==> src/rtl/sbfmt_pkg.sv <==
package sbfmt_pkg;
   localparam int SLOT = 32;
   localparam int SBW  = 8;

   typedef enum logic [1:0] {
      FMT_LJ  = 2'd0,
      FMT_I2S = 2'd1,
      FMT_RJ  = 2'd2,
      FMT_TDM = 2'd3
   } fmt_e;
endpackage

==> src/rtl/sbfmt_bitclk.sv <==
module sbfmt_bitclk #(
   parameter int HALF = 2
) (
   input  logic clk,
   input  logic rst_n,
   output logic bclk_o,
   output logic bit_start_o
);
   localparam int HW = (HALF > 1) ? $clog2(HALF) : 1;

   logic [HW-1:0] hc;
   logic          bclk_q;
   logic          turn;

   initial begin : p_param_chk
      assert (HALF >= 2) else $error("HALF must be at least 2");
   end

   assign turn = (hc == HW'(HALF - 1));

   always_ff @(posedge clk or negedge rst_n) begin
      if (!rst_n) begin
         hc     <= '0;
         bclk_q <= 1'b0;
      end else if (turn) begin
         hc     <= '0;
         bclk_q <= ~bclk_q;
      end else begin
         hc <= hc + 1'b1;
      end
   end

   assign bclk_o      = bclk_q;
   assign bit_start_o = turn & bclk_q;


   bclk_min_width_chk: assert property (@(posedge clk) disable iff (!rst_n)
      !$stable(bclk_q) |=> $stable(bclk_q));
endmodule

==> src/rtl/sbfmt_sync.sv <==
module sbfmt_sync #(
   parameter int STAGES = 2
) (
   input  logic clk,
   input  logic rst_n,
   input  logic d_i,
   output logic q_o
);
   initial begin : p_param_chk
      assert (STAGES >= 1) else $error("STAGES must be at least 1");
   end

   generate
      if (STAGES == 1) begin : g_one
         logic r;
         always_ff @(posedge clk or negedge rst_n) begin
            if (!rst_n) r <= 1'b0;
            else        r <= d_i;
         end
         assign q_o = r;
      end else begin : g_chain
         logic [STAGES-1:0] r;
         always_ff @(posedge clk or negedge rst_n) begin
            if (!rst_n) r <= '0;
            else        r <= {r[STAGES-2:0], d_i};
         end
         assign q_o = r[STAGES-1];
      end
   endgenerate
endmodule

==> src/rtl/sbfmt_tx.sv <==
module sbfmt_tx
   import sbfmt_pkg::*;
#(
   parameter int CH = 4,
   parameter int AW = 24
) (
   input  logic             clk,
   input  logic             rst_n,
   input  logic             bit_start_i,
   input  logic [1:0]       fmt_i,
   input  logic             slave_i,
   input  logic [SBW-1:0]   sb_i,
   input  logic [SBW-1:0]   rx_sb_i,
   input  logic [CH*AW-1:0] samples_i,
   output logic             sdata_o,
   output logic             fclk_o
);
   localparam int FBITS = CH * SLOT;
   localparam int BW    = $clog2(FBITS);
   localparam int SW    = BW - 5;

   initial begin : p_param_chk
      assert (CH >= 2) else $error("CH must be at least 2");
      assert (AW > 0 && AW + SBW <= SLOT) else $error("AW does not fit a slot");
   end

   logic [BW-1:0]    bitc, last, n;
   logic             wrap;
   fmt_e             fmt_l, fmt_n;
   logic [SBW-1:0]   sb_l, sb_n;
   logic [CH*AW-1:0] samp_l, samp_n;
   logic [SW-1:0]    slot;
   logic [4:0]       pos;
   logic [AW-1:0]    audio;
   logic [SLOT-1:0]  word;
   logic             lj_bit, lj_q, fclk_n;
   logic             sdata_q, fclk_q;

   always_comb begin
      last   = (fmt_l == FMT_TDM) ? BW'(FBITS - 1) : BW'(2 * SLOT - 1);
      wrap   = (bitc == last);
      n      = wrap ? '0 : bitc + 1'b1;
      fmt_n  = wrap ? fmt_e'(fmt_i) : fmt_l;
      sb_n   = wrap ? (slave_i ? rx_sb_i : sb_i) : sb_l;
      samp_n = wrap ? samples_i : samp_l;
      slot   = n[BW-1:5];
      pos    = n[4:0];
      audio  = samp_n[int'(slot) * AW +: AW];
      if (fmt_n == FMT_RJ)
         word = (SLOT'(sb_n) << (SLOT - SBW)) | SLOT'(audio);
      else
         word = (SLOT'(audio) << (SLOT - AW)) | SLOT'(sb_n);
      lj_bit = word[5'd31 - pos];
      case (fmt_n)
         FMT_I2S: fclk_n = (slot != '0);
         FMT_TDM: fclk_n = (n == '0);
         default: fclk_n = (slot == '0);
      endcase
   end

   always_ff @(posedge clk or negedge rst_n) begin
      if (!rst_n) begin
         bitc    <= BW'(2 * SLOT - 1);
         fmt_l   <= FMT_LJ;
         sb_l    <= '0;
         samp_l  <= '0;
         lj_q    <= 1'b0;
         sdata_q <= 1'b0;
         fclk_q  <= 1'b0;
      end else if (bit_start_i) begin
         bitc    <= n;
         fmt_l   <= fmt_n;
         sb_l    <= sb_n;
         samp_l  <= samp_n;
         lj_q    <= lj_bit;
         sdata_q <= (fmt_n == FMT_I2S) ? lj_q : lj_bit;
         fclk_q  <= fclk_n;
      end
   end

   assign sdata_o = sdata_q;
   assign fclk_o  = fclk_q;


   tdm_sync_width_chk: assert property (@(posedge clk) disable iff (!rst_n)
      (bit_start_i && fclk_q && fmt_l == FMT_TDM) |=> !fclk_q);
endmodule

==> src/rtl/sbfmt_rx.sv <==
module sbfmt_rx
   import sbfmt_pkg::*;
#(
   parameter int STAGES = 2
) (
   input  logic           clk,
   input  logic           rst_n,
   input  logic [1:0]     fmt_i,
   input  logic           sdata_i,
   input  logic           fclk_i,
   input  logic           bclk_i,
   output logic [SBW-1:0] sb_o,
   output logic           valid_o
);
   logic s_d, s_f, s_b;
   logic b_prev, f_prev, chg_d, locked;
   logic rise, chg, bound;
   logic [4:0]      pos, pos_n;
   logic [SLOT-2:0] sh;
   logic [SLOT-1:0] word;
   logic [SBW-1:0]  sb_q;
   logic            valid_q;

   sbfmt_sync #(.STAGES(STAGES)) i_sync_d (.clk(clk), .rst_n(rst_n), .d_i(sdata_i), .q_o(s_d));
   sbfmt_sync #(.STAGES(STAGES)) i_sync_f (.clk(clk), .rst_n(rst_n), .d_i(fclk_i),  .q_o(s_f));
   sbfmt_sync #(.STAGES(STAGES)) i_sync_b (.clk(clk), .rst_n(rst_n), .d_i(bclk_i),  .q_o(s_b));

   always_comb begin
      rise = s_b & ~b_prev;
      chg  = s_f ^ f_prev;
      case (fmt_e'(fmt_i))
         FMT_I2S: bound = chg_d;
         FMT_TDM: bound = s_f & ~f_prev;
         default: bound = chg;
      endcase
      pos_n = bound ? 5'd0 : pos + 5'd1;
      word  = {sh, s_d};
   end

   always_ff @(posedge clk or negedge rst_n) begin
      if (!rst_n) begin
         b_prev  <= 1'b0;
         f_prev  <= 1'b0;
         chg_d   <= 1'b0;
         locked  <= 1'b0;
         pos     <= '0;
         sh      <= '0;
         sb_q    <= '0;
         valid_q <= 1'b0;
      end else begin
         b_prev  <= s_b;
         valid_q <= 1'b0;
         if (rise) begin
            f_prev <= s_f;
            chg_d  <= chg;
            pos    <= pos_n;
            sh     <= word[SLOT-2:0];
            if (bound) locked <= 1'b1;
            if ((locked || bound) && pos_n == 5'd31) begin
               sb_q    <= (fmt_e'(fmt_i) == FMT_RJ) ? word[SLOT-1 -: SBW] : word[SBW-1:0];
               valid_q <= 1'b1;
            end
         end
      end
   end

   assign sb_o    = sb_q;
   assign valid_o = valid_q;


   valid_pulse_chk: assert property (@(posedge clk) disable iff (!rst_n)
      valid_q |=> !valid_q);
endmodule

==> src/rtl/sbfmt_top.sv <==
module sbfmt_top
   import sbfmt_pkg::*;
#(
   parameter int CH     = 4,
   parameter int AW     = 24,
   parameter int HALF   = 2,
   parameter int STAGES = 2
) (
   input  logic             clk,
   input  logic             rst_n,
   input  logic [1:0]       fmt_i,
   input  logic             slave_i,
   input  logic [7:0]       sb_i,
   input  logic [CH*AW-1:0] samples_i,
   output logic             sdata_o,
   output logic             fclk_o,
   output logic             bclk_o,
   input  logic             rx_sdata_i,
   input  logic             rx_fclk_i,
   input  logic             rx_bclk_i,
   output logic [7:0]       rx_sb_o,
   output logic             rx_valid_o
);
   logic bit_start;

   sbfmt_bitclk #(.HALF(HALF)) i_bitclk (
      .clk(clk), .rst_n(rst_n), .bclk_o(bclk_o), .bit_start_o(bit_start));

   sbfmt_tx #(.CH(CH), .AW(AW)) i_tx (
      .clk(clk), .rst_n(rst_n), .bit_start_i(bit_start), .fmt_i(fmt_i),
      .slave_i(slave_i), .sb_i(sb_i), .rx_sb_i(rx_sb_o), .samples_i(samples_i),
      .sdata_o(sdata_o), .fclk_o(fclk_o));

   sbfmt_rx #(.STAGES(STAGES)) i_rx (
      .clk(clk), .rst_n(rst_n), .fmt_i(fmt_i), .sdata_i(rx_sdata_i),
      .fclk_i(rx_fclk_i), .bclk_i(rx_bclk_i), .sb_o(rx_sb_o), .valid_o(rx_valid_o));


   sdata_on_fall_chk: assert property (@(posedge clk) disable iff (!rst_n)
      !$stable(sdata_o) |-> $fell(bclk_o));


   fclk_on_fall_chk: assert property (@(posedge clk) disable iff (!rst_n)
      !$stable(fclk_o) |-> $fell(bclk_o));
endmodule

==> config.mk <==
export PLATFORM = sky130hd
export DESIGN_NAME = sbfmt_top
export DESIGN_NICKNAME = d
export VERILOG_FILES = /design/src/rtl/sbfmt_pkg.sv /design/src/rtl/sbfmt_bitclk.sv /design/src/rtl/sbfmt_sync.sv /design/src/rtl/sbfmt_tx.sv /design/src/rtl/sbfmt_rx.sv /design/src/rtl/sbfmt_top.sv
export SDC_FILE = /design/constraint.sdc
export NUM_CORES = 1
export LEC_CHECK = 0
export ABC_AREA = 1
export CAP_MARGIN = 20
export CORE_ASPECT_RATIO = 0.9
export CORE_MARGIN = 2
export CORE_UTILIZATION = 45
export DETAILED_ROUTE_END_ITERATION = 6
export PLACE_DENSITY = 0.67
export SLEW_MARGIN = 15
export SYNTH_ARGS = -nofsm -noshare
export SYNTH_HDL_FRONTEND = slang
export SYNTH_SLANG_ARGS = --single-unit
==> constraint.sdc <==
create_clock -name clk -period 4.3 [get_ports clk]
set_input_delay 0.86 -clock clk [delete_from_list [all_inputs] [get_ports clk]]
set_output_delay 0.86 -clock clk [all_outputs]
set_load 0.01 [all_outputs]
==> reports/metrics.yaml, run 1 <==
outcome: "finished, final reports clean"
clk_latency_ps: 440
syn-mean-instance-area_um2: 7.16
synth_flop_cell: "dfrtp_1"
grt_overflow_total: 0
grt_pass1_vias: 8217
htreeDepth: 4
die_w_um: 159
globalRouteTotalUtil_pct: 22.9
synth_area_mm2: 0.00973
rows: 51
end_kind: "flop"
synth_most_common_cell: "nand2_1"
post_cts_resized: 0
die_y_um: 144
ir_drop_mv: 0.211
vias_per_cell: 5.10
netlist_instances: 1360
numPortBuffers: 123
place_area_mm2: 0.0110
wl_per_cell_um: 14.5
clock_sinks: 173
ys_types: 31
fin_skew_ps: 12.6
postCtsSetupBuffers: 0
cts_buffers: 17
cts-root-buf: "clkbuf_16"
finalSetupViolations: 0
synth_enable_flop_cells: 0
worstSetupStartpointType: "flop"
num_antenna_cells: 0
fillers: 2093
synthTopCellsByArea: "dfrtp_1 43%, nand2_1 19%, nand3_1 8.0%, o21ai_0 8.0%, inv_1 5.9%"
postRouteAntennaNets: 0
die_area_mm2: 0.0228
cp.required_ps: 4670
cts_tree: "built"
path_clk_slew_ps: 60
initialDrtViolationCount: 845
grt_pass1_wl_um: 42500
start_util_pct: 45.4
drive_gt1_share_pct: 5.14
synthTopCellsByCount: "483 x nand2_1, 167 x dfrtp_1, 156 x nand3_1"
cts_hold_buf: 0
cts.path.max_buffers: 2
hold_path_class: "flop to flop"
cellPowerDensity_mw_per_mm2: 302
crit_type: "flop to flop"
yosysWarnings: 0
fin_nets: 1545
final_area_mm2: 0.0116
async_reset_ff_share_pct: 100
core_area_mm2: 0.0214
drv_slew: 0
final_util_pct: 54.0
finalSetupTns_ps: 0
syn_nets: 1476
dpl.hpwl_um: 17200
hold_viol_final: 0
grt_max_degree: 126
cp.arrival_ps: 3880
timing.final.crit_period_ps: 3510
rsz0062_at_grt: "false"
ys_seq_elements: 173
yosysTopAreaCellShare_pct: 42.9
place.gp.congestion: 0.849
maxCapViolCount: 0
area_delta_synth_final_pct: 18.8
slew_headroom_pct: 33.4
synth_top_area_cell: "dfrtp_1"
worst_pin_slew_ps: 999
leakage_nw: 6.18
drc: 0
first_pass_iters: 5
wirelength_um: 25200
ios: 124
cp_max_fo: 27
ys_seq_area_share_pct: 44.6
antenna_found_initial: 0
vias: 8831
timing.final.crit_share_pct: 81.6
max_freq_mhz: 285
## routing by layer
metal	vias up	GRT usage, %	wire length [um]
li1	4497	-	-
met1	4074	33.2	12500
met2	221	35.3	11000
met3	39	4.50	1210
met4	0	5.93	396
met5	-	0	0
## area by class of cell
class | count | area (um^2) | area share [%]
Inverter | 157 | 589 | 5.09
Timing Repair Buffer | 134 | 1350 | 11.7
Multi-Input combinational cell | 946 | 4360 | 37.7
Tap cell | 291 | 364 | 3.15
Sequential cell | 173 | 4340 | 37.5
Clock buffer | 19 | 433 | 3.74
Clock inverter | 11 | 136 | 1.18
## power breakdown
group          switching (mW)  leakage [nW]  total, mW  internal, mW
sequential             0.0327          1.79       1.71          1.68
combinational           0.117          4.13      0.246         0.129
clock                   0.676         0.258       1.53         0.858
total                   0.826          6.18       3.49          2.66
## critical path, stage by stage (launching register included)
cell and delay [ps]:
dfrtp_1 410, nand3_1 110, nand2_2 310, nand3_4 420
inv_2 230, nor2_2 610, inv_1 460, a21oi_1 260
nand2_1 80, nand3_1 80, nand3_1 80, nand3_1 100
nand3_1 100, nand3_1 80, nand2_1 50, nand2_1 50
## kinds of logic after synthesis
group                      count (synthesis)  share of synthesized area (%)
AOI/OAI and AO/OA                        240                           12.7
xor gates and xnor gates                   3                          0.270
adders and majority gates                  4                          0.514
buffers and inverters                    241                           11.0
DFF                                      173                           44.6
muxes                                     10                           1.03
and+or+nand+nor                          689                           29.9
## worst paths after layout
check                                                 from                          to  slack, ps  cells after the start
worst max-delay path                         i_tx.fmt_l[1]                i_tx.sdata_o        790                     15
worst min-delay path            i_rx.i_sync_b.g_chain.r[0]  i_rx.i_sync_b.g_chain.r[1]        350                      0
worst max register to register               i_tx.fmt_l[1]                i_tx.sdata_o        790                     15
worst min register to register  i_rx.i_sync_b.g_chain.r[0]  i_rx.i_sync_b.g_chain.r[1]        350                      0
max in group asynchronous                            rst_n                i_tx.bitc[0]       2910                      2
min in group asynchronous                            rst_n             i_tx.samp_l[50]        460                      1
## cells in the final DEF, fill, tap and decap left out, types with 2 or more instances in the layout
| cell type | instances |
|---|---|
| nand2_2 | 4 |
| nand2_1 | 482 |
| nand3_2 | 2 |
| ha_1 | 4 |
| buf_12 | 3 |
| inv_2 | 5 |
| o21ai_2 | 9 |
| dfrtp_1 | 167 |
| nor2_4 | 3 |
| o21ai_1 | 60 |
| nor2_1 | 7 |
| inv_8 | 2 |
| clkbuf_16 | 17 |
| nand3_1 | 155 |
| clkdlybuf4s50_1 | 122 |
| a21oi_1 | 14 |
| o21ai_0 | 155 |
| dfstp_2 | 6 |
| mux2i_1 | 10 |
| bufinv_16 | 2 |
| xor2_1 | 3 |
| nor2_2 | 2 |
| inv_1 | 152 |
| nand4_1 | 29 |
| clkinvlp_4 | 6 |
| clkbuf_1 | 2 |
| buf_4 | 8 |
## registers in the layout, indices dropped and copies added, names as in the netlist
register and flops:
i_bitclk.hc 1, i_tx.bitc 7, i_tx.samp_l 96, i_tx.fclk_o 1
i_rx.sh 31, i_tx.lj_q 1, i_rx.valid_o 1, i_tx.fmt_l 2
i_rx.chg_d 1, i_tx.sdata_o 1, i_rx.b_prev 1, i_rx.i_sync_b.g_chain.r 2
i_rx.i_sync_d.g_chain.r 2, i_rx.locked 1, i_rx.pos 5, i_tx.sb_l 8
i_bitclk.bclk_o 1, i_rx.sb_o 8, i_rx.i_sync_f.g_chain.r 2, i_rx.f_prev 1
## metrics by stage
step | setup slack, ps | power (mW) | hold WS [ps] | cells
global route | 390 | 3.62 | 359 | 1731
floorplan | 1870 | 1.81 | 331 | 1360
detailed placement | 798 | 1.99 | 335 | 1701
finish | 791 | 3.49 | 347 | 1731
CTS | 787 | 3.52 | 350 | 1731
global placement | 886 | 1.98 | 332 | 1701
Power figures use the tool's default switching activity.
==> run 2, diff against run 1 <==
==> constraint.sdc (replaced) <==
create_clock -name clk -period 3.5 [get_ports clk]
set_input_delay 0.7 -clock clk [delete_from_list [all_inputs] [get_ports clk]]
set_output_delay 0.7 -clock clk [all_outputs]
set_load 0.01 [all_outputs]
==> run 2 against run 1 <==
Effect of this change: first-iteration DRC count is 5.4% lower; wire length grew 0.55%; register-to-register slack worse by 420 ps; critical path depth is 2 higher; worst hold slack got worse by 250 ps; non-clock buffer count up 5; sequential power is 23% higher; fmax increased by 12%; combinational power rose by 22%; critical path type unchanged.
==> reports/metrics.yaml, run 2 (synthesis gave the netlist of run 1 again) <==
outcome: "finished, final reports clean"
dpl.hpwl_um: 17200  # +0.20%
postCtsSetupBuffers: 0  # unchanged
cp.arrival_ps: 3460  # -420 ps
clk_latency_ps: 440  # about the same
timing.final.crit_share_pct: 89.5  # +7.9 points
regArea_mm2: 0.00434  # unchanged
drc: 0  # unchanged
timing.final.crit_period_ps: 3130  # -375 ps
grt_overflow_total: 0  # unchanged
postRouteAntennaNets: 0  # unchanged
hold_path_class: "input port to async pin"
start_util_pct: 45.4  # unchanged
path_clk_slew_ps: 70  # about the same
reg2reg_slack_ps: 370  # -420 ps
globalRouteTotalUtil_pct: 22.8  # -0.12 points
crit_type: "flop to flop"
finalSetupViolations: 0  # unchanged
cts.path.max_buffers: 2  # unchanged
cts_hold_buf: 0  # unchanged
cts-root-buf: "clkbuf_16"
drive_gt1_share_pct: 5.67  # +0.53 points
rsz0062_at_grt: "false"
cellPowerDensity_mw_per_mm2: 388  # +29%
worstSetupStartpointType: "flop"
die_w_um: 159  # unchanged
die_y_um: 144  # unchanged
area_delta_synth_final_pct: 20.5
max_freq_mhz: 319  # +12%
largest_reg_flops: 96  # unchanged
grt_max_degree: 119  # -5.6%
grt_pass1_wl_um: 42000  # -1.2%
worst_pin_slew_ps: 697  # -302 ps
antenna_found_initial: 0  # unchanged
leakage_nw: 6.28  # +1.7%
multiInputGateArea_mm2: 0.00435  # about the same
place_area_mm2: 0.0111  # +0.68%
place.gp.congestion: 0.911  # +7.3%
end_kind: "flop"
hold_viol_final: 0  # unchanged
final_util_pct: 54.7  # +0.76 points
cp_max_fo: 28  # +3.7%
initialDrtViolationCount: 799  # -5.4%
die_area_mm2: 0.0228  # unchanged
maxCapViolCount: 0  # unchanged
vias_per_cell: 5.15  # +0.89%
largest_registers: "i_tx.samp_l x96, i_rx.sh x31"
layout_commonest_cell: "nand2_1"
numPortBuffers: 123  # unchanged
stdcell_count: 1738  # +0.40%
wl_per_cell_um: 14.6  # +0.15%
first_pass_iters: 6  # +1
htreeDepth: 4  # unchanged
grt_pass1_vias: 8171  # -0.56%
vias: 8946  # +1.3%
dp.cells: 1706  # +0.29%
wirelength_um: 25300  # +0.55%
cts_tree: "built"
fin_nets: 1550  # +0.32%
cp.required_ps: 3820  # -850 ps
drv_slew: 0  # unchanged
ir_drop_mv: 0.303  # +43%
final_cell_mix: "482 x nand2_1, 167 x dfrtp_1, 155 x nand3_1, 155 x o21ai_0, 152 x inv_1"
rr_startpoint: "i_tx.bitc[0]"
rows: 51  # unchanged
finalSetupTns_ps: 0  # unchanged
fin_skew_ps: 11.9  # -0.679 ps
r2r_cells: 17  # +2
slew_headroom_pct: 53.5  # +20 points
top_register: "i_tx.samp_l"
ios: 124  # unchanged
num_antenna_cells: 0  # unchanged
fillers: 2077  # -0.76%
core_area_mm2: 0.0214  # unchanged
cts_buffers: 17  # unchanged
final_area_mm2: 0.0117  # +1.4%
r2r_end: "i_tx.sdata_o"
power_mw: 4.55  # +30%
clock_sinks: 173  # unchanged
-- run 2: cell type report --
class / count / area share, %
sequential: 173 / 37.0
timing repair buffer: 139 / 12.2
tap: 291 / 3.10
clock inverter: 12 / 1.75
clock buffer: 20 / 3.89
multi-input combinational: 946 / 37.1
inverter: 157 / 5.02
-- run 2: per-layer routing --
layer / GRT usage, % / up-vias / part of all wire, % / wire (um)
met5: 0 / - / 0 / 0
met4: 5.17 / 0 / 1.3 / 338
met3: 4.91 / 25 / 5.4 / 1360
met2: 36.5 / 238 / 46 / 11600
met1: 31.9 / 4175 / 47 / 11900
li1: - / 4508 / - / -
-- run 2: through the flow --
stage / setup WS [ps] / hold slack, ps
finish: 366 / 95.4
global route: 7.45 / 81.6
CTS: 314 / 94.8
detailed placement: 328 / 336
global placement: 399 / 334
floorplan: 1070 / 331
-- run 2: worst max-delay path, cell delays in order (launching register included) --
cell     delay (ps)
dfstp_2         610
ha_1            220
nand2_2          80
nor2_4          110
nand3_4         270
nand3_2         500
buf_12          240
nand2_1          70
nand3_1         150
nand3_1         130
nand3_1         100
nand3_1          60
nand3_1          90
nand3_1          80
nand3_1          90
nand3_1          80
nand2_1          60
nand2_1          40
-- run 2: worst max path at each step --
stage | slack, ps | start | endpoint
after floorplan | 1070 | i_tx.bitc[0] | i_tx.sdata_o
after global placement | 400 | i_tx.bitc[0] | i_tx.sdata_o
after detailed placement | 330 | i_tx.bitc[0] | i_tx.sdata_o
after CTS | 310 | i_tx.bitc[0] | i_tx.sdata_o
after global routing | 7 | i_tx.bitc[0] | i_tx.sdata_o
final | 370 | i_tx.bitc[0] | i_tx.sdata_o
-- run 2: repair_timing --
item,CTS,global route
endpoints found under the hold margin,0,0
endpoints found under the setup margin,0,1
resized for setup,0,1
-- run 2: power breakdown --
group / internal [mW] / switching [mW] / leakage (nW)
sequential: 2.06 / 0.0410 / 1.79
clock: 1.31 / 0.832 / 0.323
combinational: 0.159 / 0.142 / 4.17
